**config.mk**
```make
export PLATFORM = sky130hd
export DESIGN_NAME = bl_i2c_wr_slave
export DESIGN_NICKNAME = d
export VERILOG_FILES = /design/src/rtl/i2cw_pkg.sv /design/src/rtl/i2cw_sync.sv /design/src/rtl/i2cw_link.sv /design/src/rtl/i2cw_regbank.sv /design/src/rtl/bl_i2c_wr_slave.sv
export SDC_FILE = /design/constraint.sdc
export NUM_CORES = 1
export LEC_CHECK = 0
export ABC_AREA = 1
export ABC_CLOCK_PERIOD_IN_PS = 2600
export BUFFER_PORTS_ARGS = -buffer_cell sky130_fd_sc_hd__buf_2
export CAP_MARGIN = 10
export CORE_ASPECT_RATIO = 1.75
export CORE_MARGIN = 2
export CORE_UTILIZATION = 50
export CTS_BUF_LIST = sky130_fd_sc_hd__clkbuf_8
export CTS_CLUSTER_SIZE = 10
export DETAILED_ROUTE_END_ITERATION = 8
export PLACE_DENSITY = 0.72
export SYNTH_ARGS = -nofsm -noshare
export SYNTH_HDL_FRONTEND = slang
export SYNTH_HIERARCHICAL = 1
export SYNTH_SLANG_ARGS = --single-unit
```
**constraint.sdc**
```tcl
create_clock -name clk -period 2.6 [get_ports clk]
set_input_delay 0.39 -clock clk [delete_from_list [all_inputs] [get_ports clk]]
set_output_delay 0.39 -clock clk [all_outputs]
set_load 0.02 [all_outputs]
```
**src/rtl/i2cw_pkg.sv**
```systemverilog
package i2cw_pkg;

    typedef enum logic [2:0] {
        ST_IDLE,
        ST_ADDR,
        ST_ADDR_ACK,
        ST_SEL,
        ST_SEL_ACK,
        ST_DATA,
        ST_DATA_ACK,
        ST_SKIP
    } link_state_t;

    localparam int BYTE_W    = 8;
    localparam int ADDR_W    = 7;
    localparam int LIVE_REGS = 10;

    // visible bits kept for each live register (0 = no storage)
    function automatic int reg_width(input int idx);
        if (idx >= 1 && idx <= 7) return 5;
        if (idx == 8)             return 6;
        if (idx == 9)             return 4;
        if (idx == 10)            return 6;
        return 0;
    endfunction

    // offset of a register's field in the packed live vector
    function automatic int reg_base(input int idx);
        int acc;
        acc = 0;
        for (int k = 1; k < idx; k++) acc += reg_width(k);
        return acc;
    endfunction

    localparam int LIVE_W = reg_base(LIVE_REGS + 1);

endpackage

```
**src/rtl/i2cw_sync.sv**
```systemverilog
module i2cw_sync #(
    parameter int STAGES = 2
) (
    input  logic clk,
    input  logic rst_n,
    input  logic scl_in,
    input  logic sda_in,
    output logic sda_hi,
    output logic scl_rise,
    output logic scl_fall,
    output logic start_det,
    output logic stop_det
);
    logic [STAGES-1:0] scl_ff, sda_ff;
    logic              scl_d, sda_d;
    logic              scl_s, sda_s;

    assign scl_s = scl_ff[STAGES-1];
    assign sda_s = sda_ff[STAGES-1];

    always_ff @(posedge clk or negedge rst_n) begin
        if (!rst_n) begin
            scl_ff <= '1;
            sda_ff <= '1;
            scl_d  <= 1'b1;
            sda_d  <= 1'b1;
        end else begin
            scl_ff <= {scl_ff[STAGES-2:0], scl_in};
            sda_ff <= {sda_ff[STAGES-2:0], sda_in};
            scl_d  <= scl_s;
            sda_d  <= sda_s;
        end
    end

    assign sda_hi    = sda_s;
    assign scl_rise  = scl_s & ~scl_d;
    assign scl_fall  = ~scl_s & scl_d;
    assign start_det = scl_s & scl_d & sda_d & ~sda_s;
    assign stop_det  = scl_s & scl_d & ~sda_d & sda_s;
endmodule

```
**src/rtl/i2cw_link.sv**
```systemverilog
module i2cw_link
    import i2cw_pkg::*;
#(
    parameter int BW = BYTE_W,
    parameter int AW = ADDR_W
) (
    input  logic          clk,
    input  logic          rst_n,
    input  logic          sda_hi,
    input  logic          scl_rise,
    input  logic          scl_fall,
    input  logic          start_det,
    input  logic          stop_det,
    input  logic [AW-1:0] own_addr,
    output logic          sda_pull,
    output logic          sel_evt,
    output logic          data_evt,
    output logic [BW-1:0] rx_byte,
    output logic          bus_busy
);
    localparam int CNT_W = $clog2(BW + 1);

    link_state_t      state, nxt;
    logic [CNT_W-1:0] bit_cnt;
    logic [BW-1:0]    shreg;
    logic             got_byte;
    logic             shifting;

    assign got_byte = (bit_cnt == CNT_W'(BW));
    assign shifting = state inside {ST_ADDR, ST_SEL, ST_DATA};
    assign rx_byte  = shreg;

    always_comb begin
        nxt = state;
        if (stop_det) begin
            nxt = ST_IDLE;
        end else if (start_det) begin
            nxt = ST_ADDR;
        end else begin
            unique case (state)
                ST_IDLE, ST_SKIP: nxt = state;
                ST_ADDR:
                    if (scl_fall && got_byte)
                        nxt = (shreg[BW-1:1] == own_addr) ? ST_ADDR_ACK : ST_SKIP;
                ST_SEL:      if (scl_fall && got_byte) nxt = ST_SEL_ACK;
                ST_DATA:     if (scl_fall && got_byte) nxt = ST_DATA_ACK;
                ST_ADDR_ACK: if (scl_fall) nxt = ST_SEL;
                ST_SEL_ACK:  if (scl_fall) nxt = ST_DATA;
                ST_DATA_ACK: if (scl_fall) nxt = ST_SEL;
                default:     nxt = ST_IDLE;
            endcase
        end
    end

    // state register
    always_ff @(posedge clk or negedge rst_n) begin
        if (!rst_n) state <= ST_IDLE;
        else        state <= nxt;
    end

    // bit shifter
    always_ff @(posedge clk or negedge rst_n) begin
        if (!rst_n) begin
            bit_cnt <= '0;
            shreg   <= '0;
        end else if (start_det || (nxt != state)) begin
            bit_cnt <= '0;
        end else if (scl_rise && shifting && !got_byte) begin
            shreg   <= {shreg[BW-2:0], sda_hi};
            bit_cnt <= bit_cnt + 1'b1;
        end
    end

    // registered outputs
    always_ff @(posedge clk or negedge rst_n) begin
        if (!rst_n) begin
            sda_pull <= 1'b0;
            sel_evt  <= 1'b0;
            data_evt <= 1'b0;
            bus_busy <= 1'b0;
        end else begin
            sda_pull <= nxt inside {ST_ADDR_ACK, ST_SEL_ACK, ST_DATA_ACK};
            sel_evt  <= (state == ST_SEL)  && (nxt == ST_SEL_ACK);
            data_evt <= (state == ST_DATA) && (nxt == ST_DATA_ACK);
            if (stop_det)
                bus_busy <= 1'b0;
            else if (state == ST_ADDR && nxt == ST_ADDR_ACK)
                bus_busy <= 1'b1;
        end
    end
endmodule

```
**src/rtl/i2cw_regbank.sv**
```systemverilog
module i2cw_regbank
    import i2cw_pkg::*;
#(
    parameter int NUM_REGS   = 16,
    parameter int LEVEL_REG  = 1,
    parameter int DIM_GO_REG = 4
) (
    input  logic              clk,
    input  logic              rst_n,
    input  logic              sel_evt,
    input  logic              data_evt,
    input  logic [BYTE_W-1:0] rx_byte,
    output logic [LIVE_W-1:0] live_q,
    output logic              powered_down,
    output logic              sdn_pulse,
    output logic              wake_pulse,
    output logic              cur_upd_pulse,
    output logic              dim_start_pulse
);
    localparam int SEL_W = $clog2(NUM_REGS);

    logic [SEL_W-1:0] sel_q;
    logic [SEL_W-1:0] sel_in;

    assign sel_in = rx_byte[SEL_W-1:0];

    always_ff @(posedge clk or negedge rst_n) begin
        if (!rst_n) begin
            sel_q           <= '0;
            powered_down    <= 1'b1;
            sdn_pulse       <= 1'b0;
            wake_pulse      <= 1'b0;
            cur_upd_pulse   <= 1'b0;
            dim_start_pulse <= 1'b0;
        end else begin
            sdn_pulse       <= 1'b0;
            wake_pulse      <= 1'b0;
            cur_upd_pulse   <= data_evt && (sel_q == SEL_W'(LEVEL_REG));
            dim_start_pulse <= data_evt && (sel_q == SEL_W'(DIM_GO_REG));
            if (sel_evt) begin
                sel_q <= sel_in;
                if (sel_in == '0) begin
                    if (!powered_down) begin
                        powered_down <= 1'b1;
                        sdn_pulse    <= 1'b1;
                    end
                end else if (powered_down) begin
                    powered_down <= 1'b0;
                    wake_pulse   <= 1'b1;
                end
            end
        end
    end

    for (genvar g = 1; g <= LIVE_REGS; g++) begin : g_reg
        localparam int W = reg_width(g);
        localparam int B = reg_base(g);
        logic [W-1:0] q;
        always_ff @(posedge clk or negedge rst_n) begin
            if (!rst_n) begin
                q <= '0;
            end else if (data_evt && sel_q == SEL_W'(g)) begin
                if (g == 8) q <= W'({rx_byte[7], rx_byte[4:0]});
                else        q <= rx_byte[W-1:0];
            end
        end
        assign live_q[B +: W] = q;
    end
endmodule

```
**src/rtl/bl_i2c_wr_slave.sv**
```systemverilog
module bl_i2c_wr_slave
    import i2cw_pkg::*;
#(
    parameter logic [ADDR_W-1:0] ADDR_LO     = 7'h39,
    parameter logic [ADDR_W-1:0] ADDR_HI     = 7'h3A,
    parameter int                SYNC_STAGES = 2,
    parameter int                NUM_REGS    = 16
) (
    input  logic       clk,
    input  logic       rst_n,
    input  logic       scl_in,
    input  logic       sda_in,
    input  logic       addr_strap,
    output logic       sda_pull,
    output logic       bus_busy,
    output logic       powered_down,
    output logic       sdn_pulse,
    output logic       wake_pulse,
    output logic       cur_upd_pulse,
    output logic       dim_start_pulse,
    output logic [4:0] led_level,
    output logic [4:0] dim_up_tgt,
    output logic [4:0] dim_dn_tgt,
    output logic [4:0] dim_step_time,
    output logic [4:0] pwm_a,
    output logic [4:0] pwm_b,
    output logic [4:0] pwm_c,
    output logic       sense_en,
    output logic [4:0] sense_gain,
    output logic [3:0] sense_floor,
    output logic [5:0] sense_rate
);
    logic              sda_hi, scl_rise, scl_fall, start_det, stop_det;
    logic              sel_evt, data_evt;
    logic [BYTE_W-1:0] rx_byte;
    logic [LIVE_W-1:0] live_q;
    logic              strap_q, strap_done;
    logic [ADDR_W-1:0] own_addr;

    always_ff @(posedge clk or negedge rst_n) begin
        if (!rst_n) begin
            strap_q    <= 1'b0;
            strap_done <= 1'b0;
        end else if (!strap_done) begin
            strap_q    <= addr_strap;
            strap_done <= 1'b1;
        end
    end

    assign own_addr = strap_q ? ADDR_HI : ADDR_LO;

    i2cw_sync #(.STAGES(SYNC_STAGES)) sync_i (
        .clk(clk), .rst_n(rst_n), .scl_in(scl_in), .sda_in(sda_in),
        .sda_hi(sda_hi), .scl_rise(scl_rise), .scl_fall(scl_fall),
        .start_det(start_det), .stop_det(stop_det)
    );

    i2cw_link link_i (
        .clk(clk), .rst_n(rst_n), .sda_hi(sda_hi), .scl_rise(scl_rise),
        .scl_fall(scl_fall), .start_det(start_det), .stop_det(stop_det),
        .own_addr(own_addr), .sda_pull(sda_pull), .sel_evt(sel_evt),
        .data_evt(data_evt), .rx_byte(rx_byte), .bus_busy(bus_busy)
    );

    i2cw_regbank #(.NUM_REGS(NUM_REGS)) bank_i (
        .clk(clk), .rst_n(rst_n), .sel_evt(sel_evt), .data_evt(data_evt),
        .rx_byte(rx_byte), .live_q(live_q), .powered_down(powered_down),
        .sdn_pulse(sdn_pulse), .wake_pulse(wake_pulse),
        .cur_upd_pulse(cur_upd_pulse), .dim_start_pulse(dim_start_pulse)
    );

    assign led_level     = live_q[reg_base(1) +: 5];
    assign dim_up_tgt    = live_q[reg_base(2) +: 5];
    assign dim_dn_tgt    = live_q[reg_base(3) +: 5];
    assign dim_step_time = live_q[reg_base(4) +: 5];
    assign pwm_a         = live_q[reg_base(5) +: 5];
    assign pwm_b         = live_q[reg_base(6) +: 5];
    assign pwm_c         = live_q[reg_base(7) +: 5];
    assign sense_gain    = live_q[reg_base(8) +: 5];
    assign sense_en      = live_q[reg_base(8) + 5];
    assign sense_floor   = live_q[reg_base(9) +: 4];
    assign sense_rate    = live_q[reg_base(10) +: 6];
endmodule

```
Word-level counts from Yosys, hierarchy flattened. Cells that the tools add are included. W data, S select, Z words.

$add $sub $neg: 1. Eq/ne operators: 23. Mux-type cells: 21. Bitwise operators: 12. Reductions and logical operators: 27.

Operators with widths (number): $mux W3 (8); $eq A3 B3 Y1 const B (6); $pmux W3 S6 (1); $eq A4 B3 Y1 const B (4); $eq A4 B4 Y1 const B (4); $logic_and A1 B1 Y1 (16); $eq A3 B2 Y1 const B (3); $mux W1 (9); $eq A4 B2 Y1 const B (2); $mux W4 (2); $and A1 B1 Y1 (7); $eq A7 B6 Y1 (1); $reduce_bool A3 Y1 (2); $not A1 Y1 (5); $add A4 B1 Y4 const B (1); $eq A4 B1 Y1 const B (1); $logic_not A4 Y1 (1); $reduce_bool A2 Y1 (2); $reduce_or A2 Y1 (2); $eq A3 B1 Y1 const B (1); $logic_not A3 Y1 (1); $ne A3 B3 Y1 (1); $mux W2 (1); $reduce_and A2 Y1 (1); other kinds (2) (2).

Register bits: 87. Input bits: 5. Output and inout bits: 58. Word-level logic and storage cells: 113.

Longest topological paths before layout. Gate-level depths: netlist (run 1).

Depth after elaboration: 11. Gate-level depth with buffers: 14. Depth with buffers taken out: 14.

Modules after synthesis. Netlist (run 1), hierarchy kept.

By module, submodules not included: i2cw_regbank (times used 1, cells each 294, area an instance 2538.7 um^2, sequential area each 1502.7 um^2); i2cw_link (times used 1, cells each 158, area an instance 1173.6 um^2, sequential area each 475.5 um^2); i2cw_sync (times used 1, cells each 17, area an instance 198.9 um^2, sequential area each 157.7 um^2); bl_i2c_wr_slave (times used 1, cells each 9, area an instance 76.3 um^2, sequential area each 50.0 um^2).

Worst setup path before layout (run 1). OpenSTA, ideal clock, no wires.

Kind: flip-flop to flip-flop. Start point: reg sync_i.scl_d. End point: reg link_i.shreg[2], in the netlist link_i/rx_byte[2]. Library setup time: 0.117 ns. Data arrival time: 1.654 ns. Required time: 2.483 ns. Setup slack: 0.829 ns. Stages on the path, launching flop included: 14. Buffers on the path: 0. Period minus slack after synthesis: 1.771 ns. Path through: dfstp_2 inv_1 nor2_1 inv_1 nor2_1 nand2_1 a21oi_2 nand2_2 nand2_1 nand2_2 a21oi_4 nand3_2 nand2_1 nand2_1.

Longest elaborated chain between the ends: 10. Elaborated cells between the ends (all ways): 23. Those cells by class: 1 x eq/ne; 8 x mux; 9 x bitwise; 5 x reduce/logical.

Ends and longest elaborated chain: start, declared (RTL line i2cw_sync.sv:15) `logic scl_d, sda_d;`; start signal, assigned (RTL line i2cw_sync.sv:30) `scl_d <= scl_s;`; $and A1 B1 Y1 * (RTL line i2cw_sync.sv:37) `assign scl_fall = ~scl_s & scl_d;`; named net scl_fall (RTL line bl_i2c_wr_slave.sv:33) `logic sda_hi, scl_rise, scl_fall, start_det, stop_det;`; $logic_and A1 B1 Y1 (RTL line i2cw_link.sv:43, i2cw_link.sv:45, i2cw_link.sv:46); $mux W3 (on tied branches) (RTL line i2cw_link.sv:46, i2cw_link.sv:43, i2cw_link.sv:45); $pmux W3 S6 * (RTL line i2cw_link.sv:40) `unique case (state)`; $mux W3 * (RTL line i2cw_link.sv:37) `end else if (start_det) begin`; $mux W3 * (RTL line i2cw_link.sv:35) `if (stop_det) begin`; $ne A3 B3 Y1 * (RTL line i2cw_link.sv:66) `end else if (start_det || (nxt != state)) begin`; $logic_or A1 B1 Y1 * (RTL line i2cw_link.sv:66); $not A1 Y1 (no line) *; $reduce_and A2 Y1 (no line) *; end signal, assigned (RTL line i2cw_link.sv:69) `shreg <= {shreg[BW-2:0], sda_hi};`; end, declared (RTL line i2cw_link.sv:25) `logic [BW-1:0] shreg;`.

The timed path passes the listed nets; every way through them passes the cells marked *. A chain may end at the register's enable or synchronous reset.

Worst setup path in the final report (run 1).
Start point: reg sync_i.scl_d. End point: reg link_i.shreg[4], in the netlist link_i/rx_byte[4].

Same word-level chain as after synthesis.

==> impl_metrics.env, run 1 <==
export IMPL_status="finished, final reports clean"
export IMPL_nFillCells=705
export IMPL_seqCellArea_um2=2190
export IMPL_root_buffer="clkbuf_8"
export IMPL_num_rows=43
export IMPL_syn_avg_cell_area_um2=8.34
export IMPL_h_tree_depth=3
export IMPL_rr_startpoint="sync_i/scl_d$_DFF_PN1_"
export IMPL_cp_required_ns=2.85
export IMPL_hpwl_um=6230
export IMPL_p_per_area_nw_per_um2=572
export IMPL_ant_nets=0
export IMPL_io_buffers=62
export IMPL_grt_max_degree=51
export IMPL_area_delta_synth_final_pct=15.1
export IMPL_startpoint_type="register"
export IMPL_clkSlewWorstSetupHoldPaths_ns=0.08
export IMPL_antenna_found_initial=0
export IMPL_finClkSkew_ns=0.00786
export IMPL_post_dp_cell_area_um2=4430
export IMPL_dp_cells=629
export IMPL_via_count=3210
export IMPL_use_met3_pct=4.71
export IMPL_multi_input_comb_area_um2=1510
export IMPL_rsz0062_at_grt="no"
export IMPL_crit_type="register to register"
export IMPL_cts_resized=0
export IMPL_ios=63
export IMPL_synth_seq_area_share_pct=54.8
export IMPL_grt_pass1_vias=3154
export IMPL_post_route_cell_area_um2=4590
export IMPL_tightestPinTransition_ns=0.645
export IMPL_r2r_setup_slack_ns=0.41
export IMPL_nets=557
export IMPL_routed_via_density=4.99
export IMPL_drt_iter0_drc=257
export IMPL_die_y_um=122
export IMPL_final_hold_viol_count=0
export IMPL_ir_drop_uv=446
export IMPL_cts_num_sinks=87
export IMPL_grt_first_pass_wirelength_um=14500
export IMPL_fin_tns_setup_ns=0
export IMPL_cts_made_buffers=9
export IMPL_gp_congestion=0.896
export IMPL_final_max_slew_violation_count=0
export IMPL_ys_flop_type="dfrtp_1"
export IMPL_fp_coreArea_um2=7860
export IMPL_ys_ff_latch=87
export IMPL_die_width_um=71.5
export IMPL_endpoint_kind="register"
export IMPL_wl_per_cell_um=13.6
export IMPL_yosys_warnings=6
export IMPL_synth_edff_count=0
export IMPL_whs_ns=0.0481
export IMPL_post_route_period_util_pct=84.3
export IMPL_syn_area_um2=3990
export IMPL_dr_pass1_iters=4
export IMPL_cp_startpoint="sync_i/scl_d$_DFF_PN1_"
export IMPL_yosysMostFrequentCell="nand2_1"
export IMPL_wl_um=8730
export IMPL_drive_gt1_share_pct=20.1
export IMPL_start_util_pct=50.8
export IMPL_final_util_pct=58.4
export IMPL_overflow=0
export IMPL_ys_top_cells_by_area="dfrtp_1 50%, nand2_1 17%, inv_1 5.7%, dfstp_2 4.6%, nand4_1 4.1%"
export IMPL_cp_max_fo=12
export IMPL_yosys_area_top_type_share_pct=50.2
export IMPL_grtUsageTotal_pct=21.6
export IMPL_synth_common_cells="184 x nand2_1, 80 x dfrtp_1, 61 x inv_1"
export IMPL_worstRegToRegCells=13
export IMPL_syn_instance_count=478
export IMPL_antenna_cells=0
export IMPL_async_flop_share_pct=100
export IMPL_yosysUniqueCellTypes=29
export IMPL_fmax_ghz=0.456
export IMPL_cp_arrival_ns=2.44
export IMPL_clk_latency_ns=0.36
export IMPL_busiest_layer="met2"
export IMPL_leakage_uw=0.00265
export IMPL_hold_path_class="input pin to asynchronous set/reset pin"
export IMPL_synth_largest_area_cell="dfrtp_1"
export IMPL_period_minus_slack_ns=2.19
export IMPL_drc_errors=0
export IMPL_clock_path_buffers=2
export IMPL_holdBufCountCts=0
export IMPL_max_cap_violations=0
export IMPL_cts_tree="done"
export IMPL_postCtsSetupBuffers=0
export IMPL_max_slew_margin_rel_pct=57.0
export IMPL_met1_usage_pct=23.6
export IMPL_final_cells=643
export IMPL_setup_viol=0
export IMPL_timing_rr_end="link_i/rx_byte[4]$_DFFE_PN0P_"
export IMPL_grt_use_met2_pct=38.1
export IMPL_die_area_um2=8730
cells by family after synthesis:
kind of cell / count (synthesis) / synth area share [%]
DFF: 87 / 54.8
adders and majority gates: 2 / 0.627
other: 2 / 0.188
AOI/OAI and AO/OA: 33 / 6.18
and+or+nand+nor: 271 / 29.7
xor gates and xnor gates: 2 / 0.439
buffers and inverters: 81 / 8.10
sequential cells by signal, indices dropped and copies added, names as in the netlist:
signal	cells
bank_i/dim_start_pulse	1
bank_i/sel_q	4
link_i/sda_pull	1
bank_i/cur_upd_pulse	1
bank_i/sdn_pulse	1
link_i/data_evt	1
bank_i/powered_down	1
strap_q	1
link_i/sel_evt	1
sync_i/sda_d	1
sync_i/scl_d	1
link_i/state	3
strap_done	1
sync_i/scl_ff	2
bank_i/g.q	51
link_i/rx_byte	8
link_i/bit_cnt	4
link_i/bus_busy	1
bank_i/wake_pulse	1
sync_i/sda_ff	2
critical path, stage by stage, from the launching register on:
cell     delay, ns
dfstp_2       0.54
inv_1         0.04
nor2_1        0.16
inv_1         0.06
nor2_1        0.13
nand2_1       0.08
a21oi_2       0.15
nand2_2       0.08
nand2_1       0.09
nand2_2       0.06
a21oi_4       0.28
nand3_2       0.23
nand2_1       0.12
nand2_1       0.06
layout make-up:
cell class	instances	area share, %
Inverter	65	5.32
Multi-Input combinational cell	319	33.0
Timing Repair Buffer	68	8.07
Sequential cell	87	47.6
Clock inverter	3	0.273
Clock buffer	11	3.30
Tap cell	90	2.45
through the flow:
stage          setup slack (ns)  power (uW)
2_1_floorplan             0.829        1680
3_3_place_gp              0.517        1830
3_5_place_dp              0.429        1840
4_1_cts                   0.409        2660
5_1_grt                   0.188        2770
6_report                  0.408        2620
layout by cell type (no fill, tap or decap), types with 11 or more instances in the layout:
cell type	synthesis	final
nand2_1	184	184
inv_1	61	63
clkbuf_8	0	11
conb_1	2	11
nand3_1	14	14
buf_2	6	61
o21bai_1	20	20
nor2_1	28	28
nand4_1	26	26
dfrtp_1	80	80
power by group:
group          leakage, uW  switching [uW]  internal [uW]  total (uW)
Combinational      0.00137             249           87.1         336
Sequential         0.00118            70.4           1400        1470
Clock            0.0000937             440            381         820
Total              0.00265             759           1860        2620
layer usage:
| layer | wire [um] | part of all wire, % | up-vias |
|---|---|---|---|
| li1 | - | - | 1609 |
| met1 | 3270 | 37 | 1488 |
| met2 | 4750 | 54 | 92 |
| met3 | 422 | 4.8 | 21 |
| met4 | 285 | 3.3 | 0 |
| met5 | 0 | 0 | - |
how the worst max path moves through the flow:
stage	slack, ns	depth (start not counted)	endpoint
floorplan	0.83	13	link_i/rx_byte[2]$_DFFE_PN0P_
global placement	0.52	13	link_i/rx_byte[0]$_DFFE_PN0P_
detailed placement	0.43	13	link_i/rx_byte[4]$_DFFE_PN0P_
CTS	0.41	13	link_i/rx_byte[4]$_DFFE_PN0P_
global route	0.19	13	link_i/rx_byte[2]$_DFFE_PN0P_
finish	0.41	13	link_i/rx_byte[4]$_DFFE_PN0P_
No activity file was read; power rests on OpenSTA's default activity.
==> run 2: changes to the inputs <==
--- a/config.mk
+++ b/config.mk
@@ -6,7 +6,7 @@
 export NUM_CORES = 1
 export LEC_CHECK = 0
 export ABC_AREA = 1
-export ABC_CLOCK_PERIOD_IN_PS = 2600
+export ABC_CLOCK_PERIOD_IN_PS = 2100
 export BUFFER_PORTS_ARGS = -buffer_cell sky130_fd_sc_hd__buf_2
 export CAP_MARGIN = 10
 export CORE_ASPECT_RATIO = 1.75
==> constraint.sdc (replaced) <==
create_clock -name clk -period 2.1 [get_ports clk]
set_input_delay 0.315 -clock clk [delete_from_list [all_inputs] [get_ports clk]]
set_output_delay 0.315 -clock clk [all_outputs]
set_load 0.02 [all_outputs]
==> impl_metrics.env, run 2 (same netlist as run 1, synthesis figures left out) <==
export IMPL_status="finished, final reports clean"
export IMPL_drive_gt1_share_pct=21.6
export IMPL_max_cap_violations=0
export IMPL_final_hold_viol_count=0
export IMPL_clk_latency_ns=0.35
export IMPL_cts_made_buffers=9
export IMPL_root_buffer="clkbuf_8"
export IMPL_ios=63
export IMPL_cp_required_ns=2.39
export IMPL_nFillCells=718
export IMPL_hold_path_class="input pin to register"
export IMPL_wl_per_cell_um=13.4
export IMPL_dp_cells=633
export IMPL_io_buffers=62
export IMPL_wl_um=8720
export IMPL_die_area_um2=8730
export IMPL_via_count=3256
export IMPL_worstRegToRegCells=13
export IMPL_period_minus_slack_ns=1.99
export IMPL_cp_startpoint="sync_i/scl_d$_DFF_PN1_"
export IMPL_min_path_cells=1
export IMPL_cts_tree="done"
export IMPL_h_tree_depth=3
export IMPL_cp_max_fo=5
export IMPL_ir_drop_uv=567
export IMPL_drt_iter0_drc=255
export IMPL_finClkSkew_ns=0.00735
export IMPL_setup_ws_ns=0.108
export IMPL_drc_errors=0
export IMPL_antenna_cells=0
export IMPL_max_slew_margin_rel_pct=59.6
export IMPL_start_util_pct=50.8
export IMPL_tightestPinTransition_ns=0.606
export IMPL_die_width_um=71.5
export IMPL_largest_reg_flops=51
export IMPL_final_cells=650
export IMPL_routed_via_density=5.01
export IMPL_crit_type="register to register"
export IMPL_endpoint_kind="register"
export IMPL_p_per_area_nw_per_um2=715
export IMPL_antenna_found_initial=0
export IMPL_grt_max_degree=44
export IMPL_postCtsSetupBuffers=0
export IMPL_dr_pass1_iters=4
export IMPL_cp_arrival_ns=2.28
export IMPL_final_common_cell="nand2_1"
export IMPL_leakage_uw=0.00268
export IMPL_fp_coreArea_um2=7860
export IMPL_crit_path_end="link_i/rx_byte[7]$_DFFE_PN0P_"
export IMPL_nets=563
export IMPL_rr_startpoint="sync_i/scl_d$_DFF_PN1_"
export IMPL_hpwl_um=6150
export IMPL_grt_first_pass_wirelength_um=14300
export IMPL_ant_nets=0
export IMPL_whs_ns=0.0508
export IMPL_total_power_uw=3340
export IMPL_clkSlewWorstSetupHoldPaths_ns=0.08
export IMPL_pre_cts_slack_ns=0.0930
export IMPL_area_delta_synth_final_pct=17.3
export IMPL_grtUsageTotal_pct=21.2
export IMPL_final_cell_mix="183 x nand2_1, 80 x dfrtp_1, 63 x inv_1"
export IMPL_r2r_setup_slack_ns=0.11
export IMPL_cts_num_sinks=87
export IMPL_timing_rr_end="link_i/rx_byte[7]$_DFFE_PN0P_"
export IMPL_clock_path_buffers=2
export IMPL_grt_pass1_vias=3072
export IMPL_die_y_um=122
export IMPL_regMostFlops="bank_i/g.q"
export IMPL_overflow=0
export IMPL_final_max_slew_violation_count=0
export IMPL_fmax_ghz=0.502
export IMPL_startpoint_type="register"
export IMPL_post_route_period_util_pct=94.9
export IMPL_setup_viol=0
export IMPL_num_rows=43
export IMPL_gp_congestion=0.915
## run 2: changes by cell type in the layout (fill, tap and decap cells not counted), moves of 2 or more
cell,before,now
buf_4,6,9
clkbuf_8,11,9
nor2_1,28,26
nor2_2,5,7
## run 2: layer usage
| layer | global-route usage [%] | part of all wire [%] | routed length [um] | vias up |
|---|---|---|---|---|
| met4 | 9.43 | 2.3 | 197 | 0 |
| met3 | 4.47 | 4.1 | 357 | 21 |
| met1 | 24.1 | 38 | 3290 | 1530 |
| li1 | - | - | - | 1622 |
| met5 | 0 | 0 | 0 | - |
| met2 | 37.5 | 56 | 4880 | 83 |
## run 2: worst max-delay path, stage by stage, from the launching register on
cell     delay [ns]
dfstp_2        0.54
inv_1          0.05
nor2_2         0.13
inv_1          0.08
nor2_2         0.13
nand2_1        0.08
a21oi_2        0.17
nand2_2        0.08
nand2_1        0.08
nand2_2        0.06
a21oi_4        0.18
buf_2          0.19
nand4_1        0.08
nand2_1        0.08
## run 2: worst min-delay path by stage
stage	startpoint	end	slack [ns]
after global routing	sda_in	sync_i/sda_ff[0]$_DFF_PN1_	0.03
after floorplan	rst_n	bank_i/cur_upd_pulse$_DFF_PN0_	0.02
after detailed placement	rst_n	bank_i/cur_upd_pulse$_DFF_PN0_	0.35
after global placement	rst_n	bank_i/cur_upd_pulse$_DFF_PN0_	0.33
after CTS	sda_in	sync_i/sda_ff[0]$_DFF_PN1_	0.04
final	scl_in	sync_i/scl_ff[0]$_DFF_PN1_	0.05
## run 2: power breakdown
part           total [uW]  leakage, uW  switching [uW]  internal [uW]
clock                1090    0.0000975             556            531
combinational         428      0.00140             311            117
sequential           1830      0.00118            97.6           1730
## run 2: per-stage QoR
step,util [%],cell area [um^2],TNS [ns]
after floorplan,-,4020,0
after global placement,56.7,4460,0
after detailed placement,56.7,4460,0
after CTS,59.1,4640,0
after global routing,59.5,4680,-0.661
final,59.5,4680,0
## run 2: layout make-up
cell class	count	area, um^2	area share (%)
clock inverters	6	55.1	1.18
repair buffers	74	419	8.96
well taps	90	113	2.41
flip-flops and latches	87	2190	46.7
inverters	65	244	5.22
multi-input cells	319	1540	32.8
clock buffers	9	124	2.65
## run 2: timing repair
item	CTS	global route
setup endpoints to repair	0	12
hold buffers	1	0
hold endpoints to repair	33	0
gates resized for setup	0	7
==> run 3: changes to the inputs <==
--- a/config.mk
+++ b/config.mk
@@ -9,13 +9,12 @@
 export ABC_CLOCK_PERIOD_IN_PS = 2100
 export BUFFER_PORTS_ARGS = -buffer_cell sky130_fd_sc_hd__buf_2
 export CAP_MARGIN = 10
-export CORE_ASPECT_RATIO = 1.75
+export CORE_ASPECT_RATIO = 1.4
 export CORE_MARGIN = 2
-export CORE_UTILIZATION = 50
+export CORE_UTILIZATION = 43
 export CTS_BUF_LIST = sky130_fd_sc_hd__clkbuf_8
 export CTS_CLUSTER_SIZE = 10
 export DETAILED_ROUTE_END_ITERATION = 8
-export PLACE_DENSITY = 0.72
 export SYNTH_ARGS = -nofsm -noshare
 export SYNTH_HDL_FRONTEND = slang
 export SYNTH_HIERARCHICAL = 1
==> impl_metrics.env, run 3 (same netlist as run 1, synthesis figures left out) <==
export IMPL_post_dp_cell_area_um2=4490
export IMPL_finClkSkew_ns=0.00822
export IMPL_h_tree_depth=3
export IMPL_p_per_area_nw_per_um2=726
export IMPL_cp_max_fo=5
export IMPL_drc_errors=0
export IMPL_ant_nets=0
export IMPL_antenna_found_initial=0
export IMPL_final_cells=675
export IMPL_drt_iter0_drc=190
export IMPL_grt_pass1_vias=3173
export IMPL_antenna_cells=0
export IMPL_cp_arrival_ns=2.29
export IMPL_hp_start="scl_in"
export IMPL_cp_required_ns=2.38
export IMPL_grtUsageTotal_pct=18.4
export IMPL_routed_via_density=4.78
export IMPL_regMostFlops="bank_i/g.q"
export IMPL_final_util_pct=53.3
export IMPL_clk_latency_ns=0.36
export IMPL_num_rows=41
export IMPL_cts_num_sinks=87
export IMPL_wl_per_cell_um=13.1
export IMPL_max_slew_margin_rel_pct=57.7
export IMPL_grt_first_pass_wirelength_um=14500
export IMPL_clockPowerShare_pct=34.7
export IMPL_via_count=3228
export IMPL_final_hold_viol_count=0
export IMPL_gp_congestion=0.927
export IMPL_endpoint_kind="register"
export IMPL_r2r_setup_slack_ns=0.1
export IMPL_p_sw_uw=989
export IMPL_cts_tree="done"
export IMPL_clock_path_buffers=2
export IMPL_drive_gt1_share_pct=24.5
export IMPL_clkSlewWorstSetupHoldPaths_ns=0.08
export IMPL_tightestPinTransition_ns=0.635
export IMPL_internal_power_uw=2510
export IMPL_combPwrFrac_pct=13.3
export IMPL_die_area_um2=10100
export IMPL_whs_ns=0.0485
export IMPL_die_y_um=118
export IMPL_status="finished, final reports clean"
export IMPL_hpwl_um=6080
export IMPL_grt_max_degree=47
export IMPL_worstRegToRegCells=12
export IMPL_io_buffers=62
export IMPL_cts_made_buffers=9
export IMPL_post_route_cell_area_um2=4820
export IMPL_largest_reg_flops=51
export IMPL_dp_cells=652
export IMPL_ir_drop_uv=452
export IMPL_final_cell_mix="179 x nand2_1, 80 x dfrtp_1, 61 x buf_2"
export IMPL_final_max_slew_violation_count=0
export IMPL_die_width_um=85.4
export IMPL_fp_coreArea_um2=9030
export IMPL_min_path_cells=1
export IMPL_start_util_pct=44.2
export IMPL_min_delay_worst_endpoint="sync_i/scl_ff[0]$_DFF_PN1_"
export IMPL_startpoint_type="register"
export IMPL_setup_viol=0
export IMPL_period_minus_slack_ns=2.00
export IMPL_max_cap_violations=0
export IMPL_rr_startpoint="link_i/bit_cnt[1]$_DFFE_PN0P_"
export IMPL_seqPwrFrac_pct=52.0
export IMPL_dr_pass1_iters=4
export IMPL_nets=570
export IMPL_post_route_period_util_pct=95.5
export IMPL_nFillCells=865
export IMPL_hold_path_class="input pin to register"
export IMPL_final_common_cell="nand2_1"
export IMPL_crit_type="register to register"
export IMPL_total_power_uw=3500
export IMPL_overflow=0
export IMPL_fmax_ghz=0.499
export IMPL_ios=63
export IMPL_wl_um=8860
export IMPL_timing_rr_end="link_i/bit_cnt[0]$_DFFE_PN0P_"
export IMPL_switching_share_pct=28.3
export IMPL_root_buffer="clkbuf_8"
export IMPL_leakage_uw=0.00274
export IMPL_area_delta_synth_final_pct=20.8
-- run 3: changes by cell type in the layout (fill, tap and decap cells not counted), sizes merged --
cell / delta
buf: +7
clkbuf: +3
clkinvlp: -1
inv: -1
-- run 3: how the worst max path moves through the flow --
stage | cells past startpoint | start | slack [ns] | endpoint
CTS | 13 | sync_i/scl_d$_DFF_PN1_ | 0.08 | link_i/bit_cnt[0]$_DFFE_PN0P_
global placement | 13 | sync_i/scl_d$_DFF_PN1_ | 0.14 | link_i/bit_cnt[0]$_DFFE_PN0P_
finish | 12 | link_i/bit_cnt[1]$_DFFE_PN0P_ | 0.1 | link_i/bit_cnt[0]$_DFFE_PN0P_
global route | 13 | link_i/bit_cnt[1]$_DFFE_PN0P_ | -0.03 | link_i/bit_cnt[0]$_DFFE_PN0P_
floorplan | 13 | sync_i/scl_d$_DFF_PN1_ | 0.33 | link_i/rx_byte[2]$_DFFE_PN0P_
detailed placement | 13 | sync_i/scl_d$_DFF_PN1_ | 0.11 | link_i/bit_cnt[3]$_DFFE_PN0P_
-- run 3: power groups by stage --
| stage | sequential (uW) | combinational, uW | clock (uW) |
|---|---|---|---|
| finish | 1820 | 466 | 1210 |
| global route | 1830 | 525 | 1330 |
| CTS | 1820 | 441 | 1250 |
| detailed placement | 1850 | 439 | 0 |
| global placement | 1850 | 436 | 0 |
| floorplan | 1820 | 263 | 0 |
-- run 3: area by class of cell --
cell class	count	area [um^2]	area share, %
Inverter	65	244	5.07
Timing Repair Buffer	81	478	9.92
Multi-Input combinational cell	319	1570	32.5
Clock inverter	4	43.8	0.909
Sequential cell	87	2190	45.4
Tap cell	107	134	2.78
Clock buffer	12	165	3.43
-- run 3: what timing repair did --
item                                   4_1_cts  5_1_grt
hold buffers                                 1        0
setup endpoints to repair                    0       12
endpoints found under the hold margin       37        0
buffers inserted                             0        5
resized for setup                            0       20
-- run 3: through the flow --
stage / setup TNS [ns] / setup WS, ns
final: 0 / 0.0955
after detailed placement: 0 / 0.109
after floorplan: 0 / 0.329
after global placement: 0 / 0.138
after CTS: 0 / 0.0800
after global routing: -0.0419 / -0.0339
-- run 3: metal layers --
metal  global-route usage [%]  share of wire [%]  vias up
met3                     4.07                3.5       18
met5                        0                  0        -
met2                     31.1                 51       59
li1                         -                  -     1641
met1                     21.7                 43     1510
met4                     8.83                2.3        0
-- run 3: critical path, stage by stage (launching register included) --
cell and delay, ns:
dfrtp_1 0.40, inv_1 0.07, ha_2 0.19, nand3b_4 0.10, nor2_4 0.14, nand2_1 0.07
o21bai_4 0.18, nand3_2 0.06, nand2_2 0.08, a21oi_4 0.27, buf_6 0.16, nand2_4 0.05
nor3_2 0.14
